<file path="config.mk">
export PLATFORM = sky130hd
export DESIGN_NAME = wake_event_ctrl
export DESIGN_NICKNAME = d
export VERILOG_FILES = /design/src/rtl/wol_pkg.sv /design/src/rtl/wol_sticky_flags.sv /design/src/rtl/wol_rearm_guard.sv /design/src/rtl/wol_hold_ctrl.sv /design/src/rtl/wol_pin_decode.sv /design/src/rtl/wake_event_ctrl.sv
export SDC_FILE = /design/constraint.sdc
export NUM_CORES = 1
export LEC_CHECK = 0
export ABC_AREA = 1
export BUFFER_PORTS_ARGS = -buffer_cell sky130_fd_sc_hd__clkbuf_2
export CAP_MARGIN = 20
export CORE_AREA = 2 2 39 41
export CTS_CLUSTER_DIAMETER = 60
export DETAILED_ROUTE_END_ITERATION = 7
export DIE_AREA = 0 0 41 43
export HOLD_SLACK_MARGIN = 0.1
export SYNTH_ARGS = -nofsm -noshare
export SYNTH_HDL_FRONTEND = slang
export SYNTH_SLANG_ARGS = --single-unit
</file>
<file path="constraint.sdc">
create_clock -name clk -period 1.4 [get_ports clk]
set_input_delay 0.28 -clock clk [delete_from_list [all_inputs] [get_ports clk]]
set_output_delay 0.28 -clock clk [all_outputs]
set_load 0.03 [all_outputs]
</file>
<file path="src/rtl/wol_pkg.sv">
package wol_pkg;
  localparam int FLAG_CNT   = 3;
  localparam int FLAG_MATCH = 0;
  localparam int FLAG_WINT  = 1;
  localparam int FLAG_PMS   = 2;

  // guard length in cycles, rounded up, never below one cycle
  function automatic int guard_cycles(input int guard_ns, input int clk_ns);
    int c;
    c = (guard_ns + clk_ns - 1) / clk_ns;
    return (c < 1) ? 1 : c;
  endfunction
endpackage

</file>
<file path="src/rtl/wol_sticky_flags.sv">
module wol_sticky_flags #(
  parameter int N = 3
) (
  input  logic         clk,
  input  logic         rst_n,
  input  logic         set_i,
  input  logic [N-1:0] clr_i,
  output logic [N-1:0] flag_o
);
  for (genvar g = 0; g < N; g++) begin : g_flag
    logic q;
    always_ff @(posedge clk) begin
      if (!rst_n)        q <= 1'b0;
      else if (clr_i[g]) q <= 1'b0;
      else if (set_i)    q <= 1'b1;
    end
    assign flag_o[g] = q;
  end
endmodule

</file>
<file path="src/rtl/wol_rearm_guard.sv">
module wol_rearm_guard #(
  parameter int GUARD_CYCLES = 10
) (
  input  logic clk,
  input  logic rst_n,
  input  logic pwr_good_i,
  output logic busy_o
);
  localparam int CNT_W = $clog2(GUARD_CYCLES + 1);
  localparam logic [CNT_W-1:0] LAST = CNT_W'(GUARD_CYCLES - 1);

  logic [CNT_W-1:0] cnt_q;
  logic             busy_q;

  always_ff @(posedge clk) begin
    if (!rst_n) begin
      busy_q <= 1'b0;
      cnt_q  <= '0;
    end else if (pwr_good_i) begin
      busy_q <= 1'b1;
      cnt_q  <= '0;
    end else if (busy_q) begin
      if (cnt_q == LAST) begin
        busy_q <= 1'b0;
        cnt_q  <= '0;
      end else begin
        cnt_q <= cnt_q + 1'b1;
      end
    end
  end

  assign busy_o = busy_q;
endmodule

</file>
<file path="src/rtl/wol_hold_ctrl.sv">
module wol_hold_ctrl (
  input  logic clk,
  input  logic rst_n,
  input  logic accept_i,
  input  logic pwr_good_i,
  input  logic mode_en_i,
  output logic hold_o
);
  logic hold_q;
  always_ff @(posedge clk) begin
    if (!rst_n)                        hold_q <= 1'b0;
    else if (pwr_good_i || !mode_en_i) hold_q <= 1'b0;
    else if (accept_i)                 hold_q <= 1'b1;
  end
  assign hold_o = hold_q;
endmodule

</file>
<file path="src/rtl/wol_pin_decode.sv">
module wol_pin_decode (
  input  logic match_i,
  input  logic wint_i,
  input  logic irq_en_i,
  input  logic wake_irq_en_i,
  input  logic pme_en_i,
  input  logic pme_ovr_i,
  input  logic led_sel_i,
  input  logic led_pol_i,
  output logic irq_o,
  output logic rwake_o,
  output logic pme_o,
  output logic led_o
);
  logic lit;
  always_comb begin
    lit     = match_i & led_sel_i;
    rwake_o = match_i;
    pme_o   = match_i & (pme_en_i | pme_ovr_i);
    irq_o   = wint_i & irq_en_i & wake_irq_en_i;
    led_o   = led_pol_i ? lit : ~lit;
  end
endmodule

</file>
<file path="src/rtl/wake_event_ctrl.sv">
module wake_event_ctrl
  import wol_pkg::*;
#(
  parameter int CLK_PERIOD_NS = 20,
  parameter int GUARD_NS      = 200
) (
  input  logic clk,
  input  logic rst_n,
  input  logic detect_i,
  input  logic mode_en_i,
  input  logic pwr_good_i,
  input  logic irq_en_i,
  input  logic wake_irq_en_i,
  input  logic pme_en_i,
  input  logic pme_ovr_i,
  input  logic led_sel_i,
  input  logic led_pol_i,
  input  logic clr_match_i,
  input  logic clr_wint_i,
  input  logic clr_pms_i,
  output logic match_flag_o,
  output logic wint_flag_o,
  output logic pms_flag_o,
  output logic irq_o,
  output logic rwake_o,
  output logic pme_o,
  output logic led_o,
  output logic hold_o
);
  localparam int GUARD_CYCLES = guard_cycles(GUARD_NS, CLK_PERIOD_NS);

  logic                guard_busy;
  logic                accept;
  logic [FLAG_CNT-1:0] clr_vec;
  logic [FLAG_CNT-1:0] flags;

  assign accept = detect_i & mode_en_i & ~pwr_good_i & ~guard_busy;

  always_comb begin
    clr_vec             = '0;
    clr_vec[FLAG_MATCH] = clr_match_i;
    clr_vec[FLAG_WINT]  = clr_wint_i;
    clr_vec[FLAG_PMS]   = clr_pms_i;
  end

  wol_rearm_guard #(.GUARD_CYCLES(GUARD_CYCLES)) i_guard (
    .clk(clk), .rst_n(rst_n), .pwr_good_i(pwr_good_i), .busy_o(guard_busy)
  );

  wol_sticky_flags #(.N(FLAG_CNT)) i_flags (
    .clk(clk), .rst_n(rst_n), .set_i(accept), .clr_i(clr_vec), .flag_o(flags)
  );

  wol_hold_ctrl i_hold (
    .clk(clk), .rst_n(rst_n), .accept_i(accept), .pwr_good_i(pwr_good_i),
    .mode_en_i(mode_en_i), .hold_o(hold_o)
  );

  assign match_flag_o = flags[FLAG_MATCH];
  assign wint_flag_o  = flags[FLAG_WINT];
  assign pms_flag_o   = flags[FLAG_PMS];

  wol_pin_decode i_pins (
    .match_i(match_flag_o), .wint_i(wint_flag_o),
    .irq_en_i(irq_en_i), .wake_irq_en_i(wake_irq_en_i),
    .pme_en_i(pme_en_i), .pme_ovr_i(pme_ovr_i),
    .led_sel_i(led_sel_i), .led_pol_i(led_pol_i),
    .irq_o(irq_o), .rwake_o(rwake_o), .pme_o(pme_o), .led_o(led_o)
  );
endmodule

</file>
==> impl_metrics.yaml <==
timing:
  post-route-period-util: 0.912
  tightest_slew_ns: 0.201
  finalSetupTns_ns: 0
  slew_violations: 0
  fmax_mhz: 783
  hold_viol: 0
  setup_viol: 0
  min_period_ns: 1.28
  rsz0062_at_grt: "false"
  finClkSkew_ns: 0.00381
  max_slew_margin: 0.866
drt:
  postRouteAntennaNets: 0
  drc_errors: 0
  wire_per_inst_microns: 8.44
  avgViaCountPerCell: 4.36
  vias: 453
  drt_iter0_markers: 3
  routed_wirelength_microns: 878
  firstDrtPassIters: 4
clock_network:
  post_cts_resized: 0
  cts_sinks: 9
  clock_latency_ns: 0.26
  cts_tree: "built"
  cts_made_buffers: 3
  cts_max_level: 1
  cts_setup_buffers: 0
  cts_root_buf: "clkbuf_4"
  path_clk_slew_ns: 0.06
  cts_buffer_depth: 2
  ctsHoldBuffers: 0
floorplanning:
  placementRows: 14
  die_h_microns: 43
  start_util: 0.307
  dieArea_sq_um: 1760
  core_sq_um: 1380
  io_pins: 22
  die_w_microns: 41
pwr:
  leakage_uw: 0.000293
  cellPowerDensity_nw_per_um2: 917
  peakVddDrop_v: 0.000368
  finalPower_uw: 533
  power_frac_comb: 0.123
  p_sw_frac: 0.250
  p_int_uw: 400
  clkPwrFrac: 0.373
  p_switching_uw: 133
  p_seq_frac: 0.505
global_routing:
  grt_start_max_net_pins: 7
  grtUsageTotal: 0.118
  grt_pass1_wl_microns: 1310
  antenna_found_initial: 0
  grt_pass1_vias: 335
  gr-total-overflow: 0
synth:
  ys_warn_count: 0
  syn-num-nets: 78
  synth_cell_type_count: 16
  ys_seq_area_frac: 0.424
  synth_seq_cells: 9
  syn_inst: 64
  synth_edf_count: 0
  synthFlopType: "dfxtp_1"
  synth_top_area_cell: "dfxtp_1"
  synthTopCellsByArea: "dfxtp_1 42%, nand2_1 15%, nor2_1 8.8%"
  synth.most_common_cell: "nand2_1"
  netlist.area_leader.share: 0.424
  synthesis.area_sq_um: 425
  ys_top_cells_by_count: "17 x nand2_1, 10 x nor2_1, 9 x dfxtp_1"
  avgSynthCellArea_sq_um: 6.65
  synthArstFlopShare: 0
placed_design:
  dp_hpwl_microns: 700
  placed_cells: 100
  place_congestion: 0.796
  portBuffers: 21
worst_setup_path:
  crit_slowest_cell: "dfxtp_2"
  critPathMaxFanout: 4
  arrival_ns: 1.00
  path_class: "reg -> out"
  max_stage_delay_ns: 0.33
  worstSetupEndpointType: "output port"
  cp_cell_sequence: "nand2_1, xor2_2, clkbuf_4"
  required_ns: 1.12
  start_kind: "flip-flop"
outcome:
  status: "complete, no violations"
hold_path:
  min_path_type: "in -> reg"
cells_and_area:
  utilization: 0.420
  diodes: 0
  n_fill_cell: 149
  layoutNonFillerInstCount: 104
  fin_nets: 103
  syn_to_final_growth_pct: 36.5
  drive_gt1_frac: 0.375
job:
  cap_violations: 0
## critical path: cells and delay by family (launching register included)
family,cells,cell delay (ns)
AND/OR/NAND/NOR,1,0.09
flip-flops,1,0.33
buffers and inverters,1,0.19
XOR/XNOR,1,0.13
## state kept, by name, summed over array words and instances, names as in the netlist
name,cells
i_guard.cnt_q,4
i_flags.g_flag.q,3
i_guard.busy_o,1
i_hold.hold_o,1
## metal layers
layer  share of wire  vias up  track usage
met5               0        -            0
met4           0.021        0       0.0800
met3            0.12        3       0.0628
met2            0.36       24        0.159
met1            0.50      183        0.136
li1                -      243            -
## stage by stage
| stage | instance area (sq um) | setup WS (ns) | hold WS [ns] |
|---|---|---|---|
| 3_3_place_gp | 551 | 0.338 | 0.443 |
| 4_1_cts | 577 | 0.0538 | 0.169 |
| 6_report | 581 | 0.123 | 0.166 |
| 5_1_grt | 581 | 0.0425 | 0.161 |
| 3_5_place_dp | 551 | 0.325 | 0.442 |
| 2_1_floorplan | 433 | 0.0796 | 0.352 |
## area by class of cell
type | count | area, sq um | share of cell area
timing repair buffer | 21 | 108 | 0.185
inverter | 11 | 41.3 | 0.0711
sequential | 9 | 181 | 0.312
clock buffer | 4 | 26.3 | 0.0453
multi-input combinational | 43 | 204 | 0.351
tap | 16 | 20.0 | 0.0345
## path summary, 6_finish.rpt
path	to	slack [ns]	start	cells past startpoint
worst max register to register	i_guard.busy_o$_SDFF_PN0_	0.49	i_guard.cnt_q[0]$_SDFFE_PP0P_	5
worst min register to register	i_hold.hold_o$_SDFFE_PP0P_	0.47	i_hold.hold_o$_SDFFE_PP0P_	2
worst min-delay path	i_flags.g_flag[0].q$_SDFFE_PP0P_	0.17	clr_match_i	2
worst max-delay path	led_o	0.12	i_flags.g_flag[0].q$_SDFFE_PP0P_	3
## cell families after synthesis
logic type / after synthesis / share of synthesized area
xor+xnor: 1 / 0.0206
compound gates: 6 / 0.0794
buf+inv: 12 / 0.115
simple gates: 36 / 0.362
flops: 9 / 0.424
## cells in the final DEF (no fill, tap or decap)
| cell type | n |
|---|---|
| dfxtp_1 | 8 |
| nand4_1 | 2 |
| a21oi_1 | 3 |
| xor2_2 | 1 |
| clkbuf_1 | 1 |
| nor2_1 | 10 |
| a21oi_2 | 1 |
| clkbuf_4 | 4 |
| nand2_2 | 1 |
| o21ai_0 | 1 |
| nand2_1 | 17 |
| dfxtp_2 | 1 |
| o21ai_1 | 1 |
| clkbuf_2 | 20 |
| nand3_1 | 3 |
| inv_1 | 8 |
| nor2_2 | 2 |
| and3_1 | 1 |
| inv_2 | 3 |
## power by group through the flow
| stage | clock [uW] | sequential, uW | combinational, uW |
|---|---|---|---|
| final | 198 | 269 | 65.4 |
| after global routing | 227 | 269 | 73.7 |
| after CTS | 206 | 268 | 65.0 |
| after detailed placement | 0 | 274 | 64.6 |
| after global placement | 0 | 274 | 64.3 |
| after floorplan | 0 | 277 | 30.5 |
(Power assumes the default switching activity.)
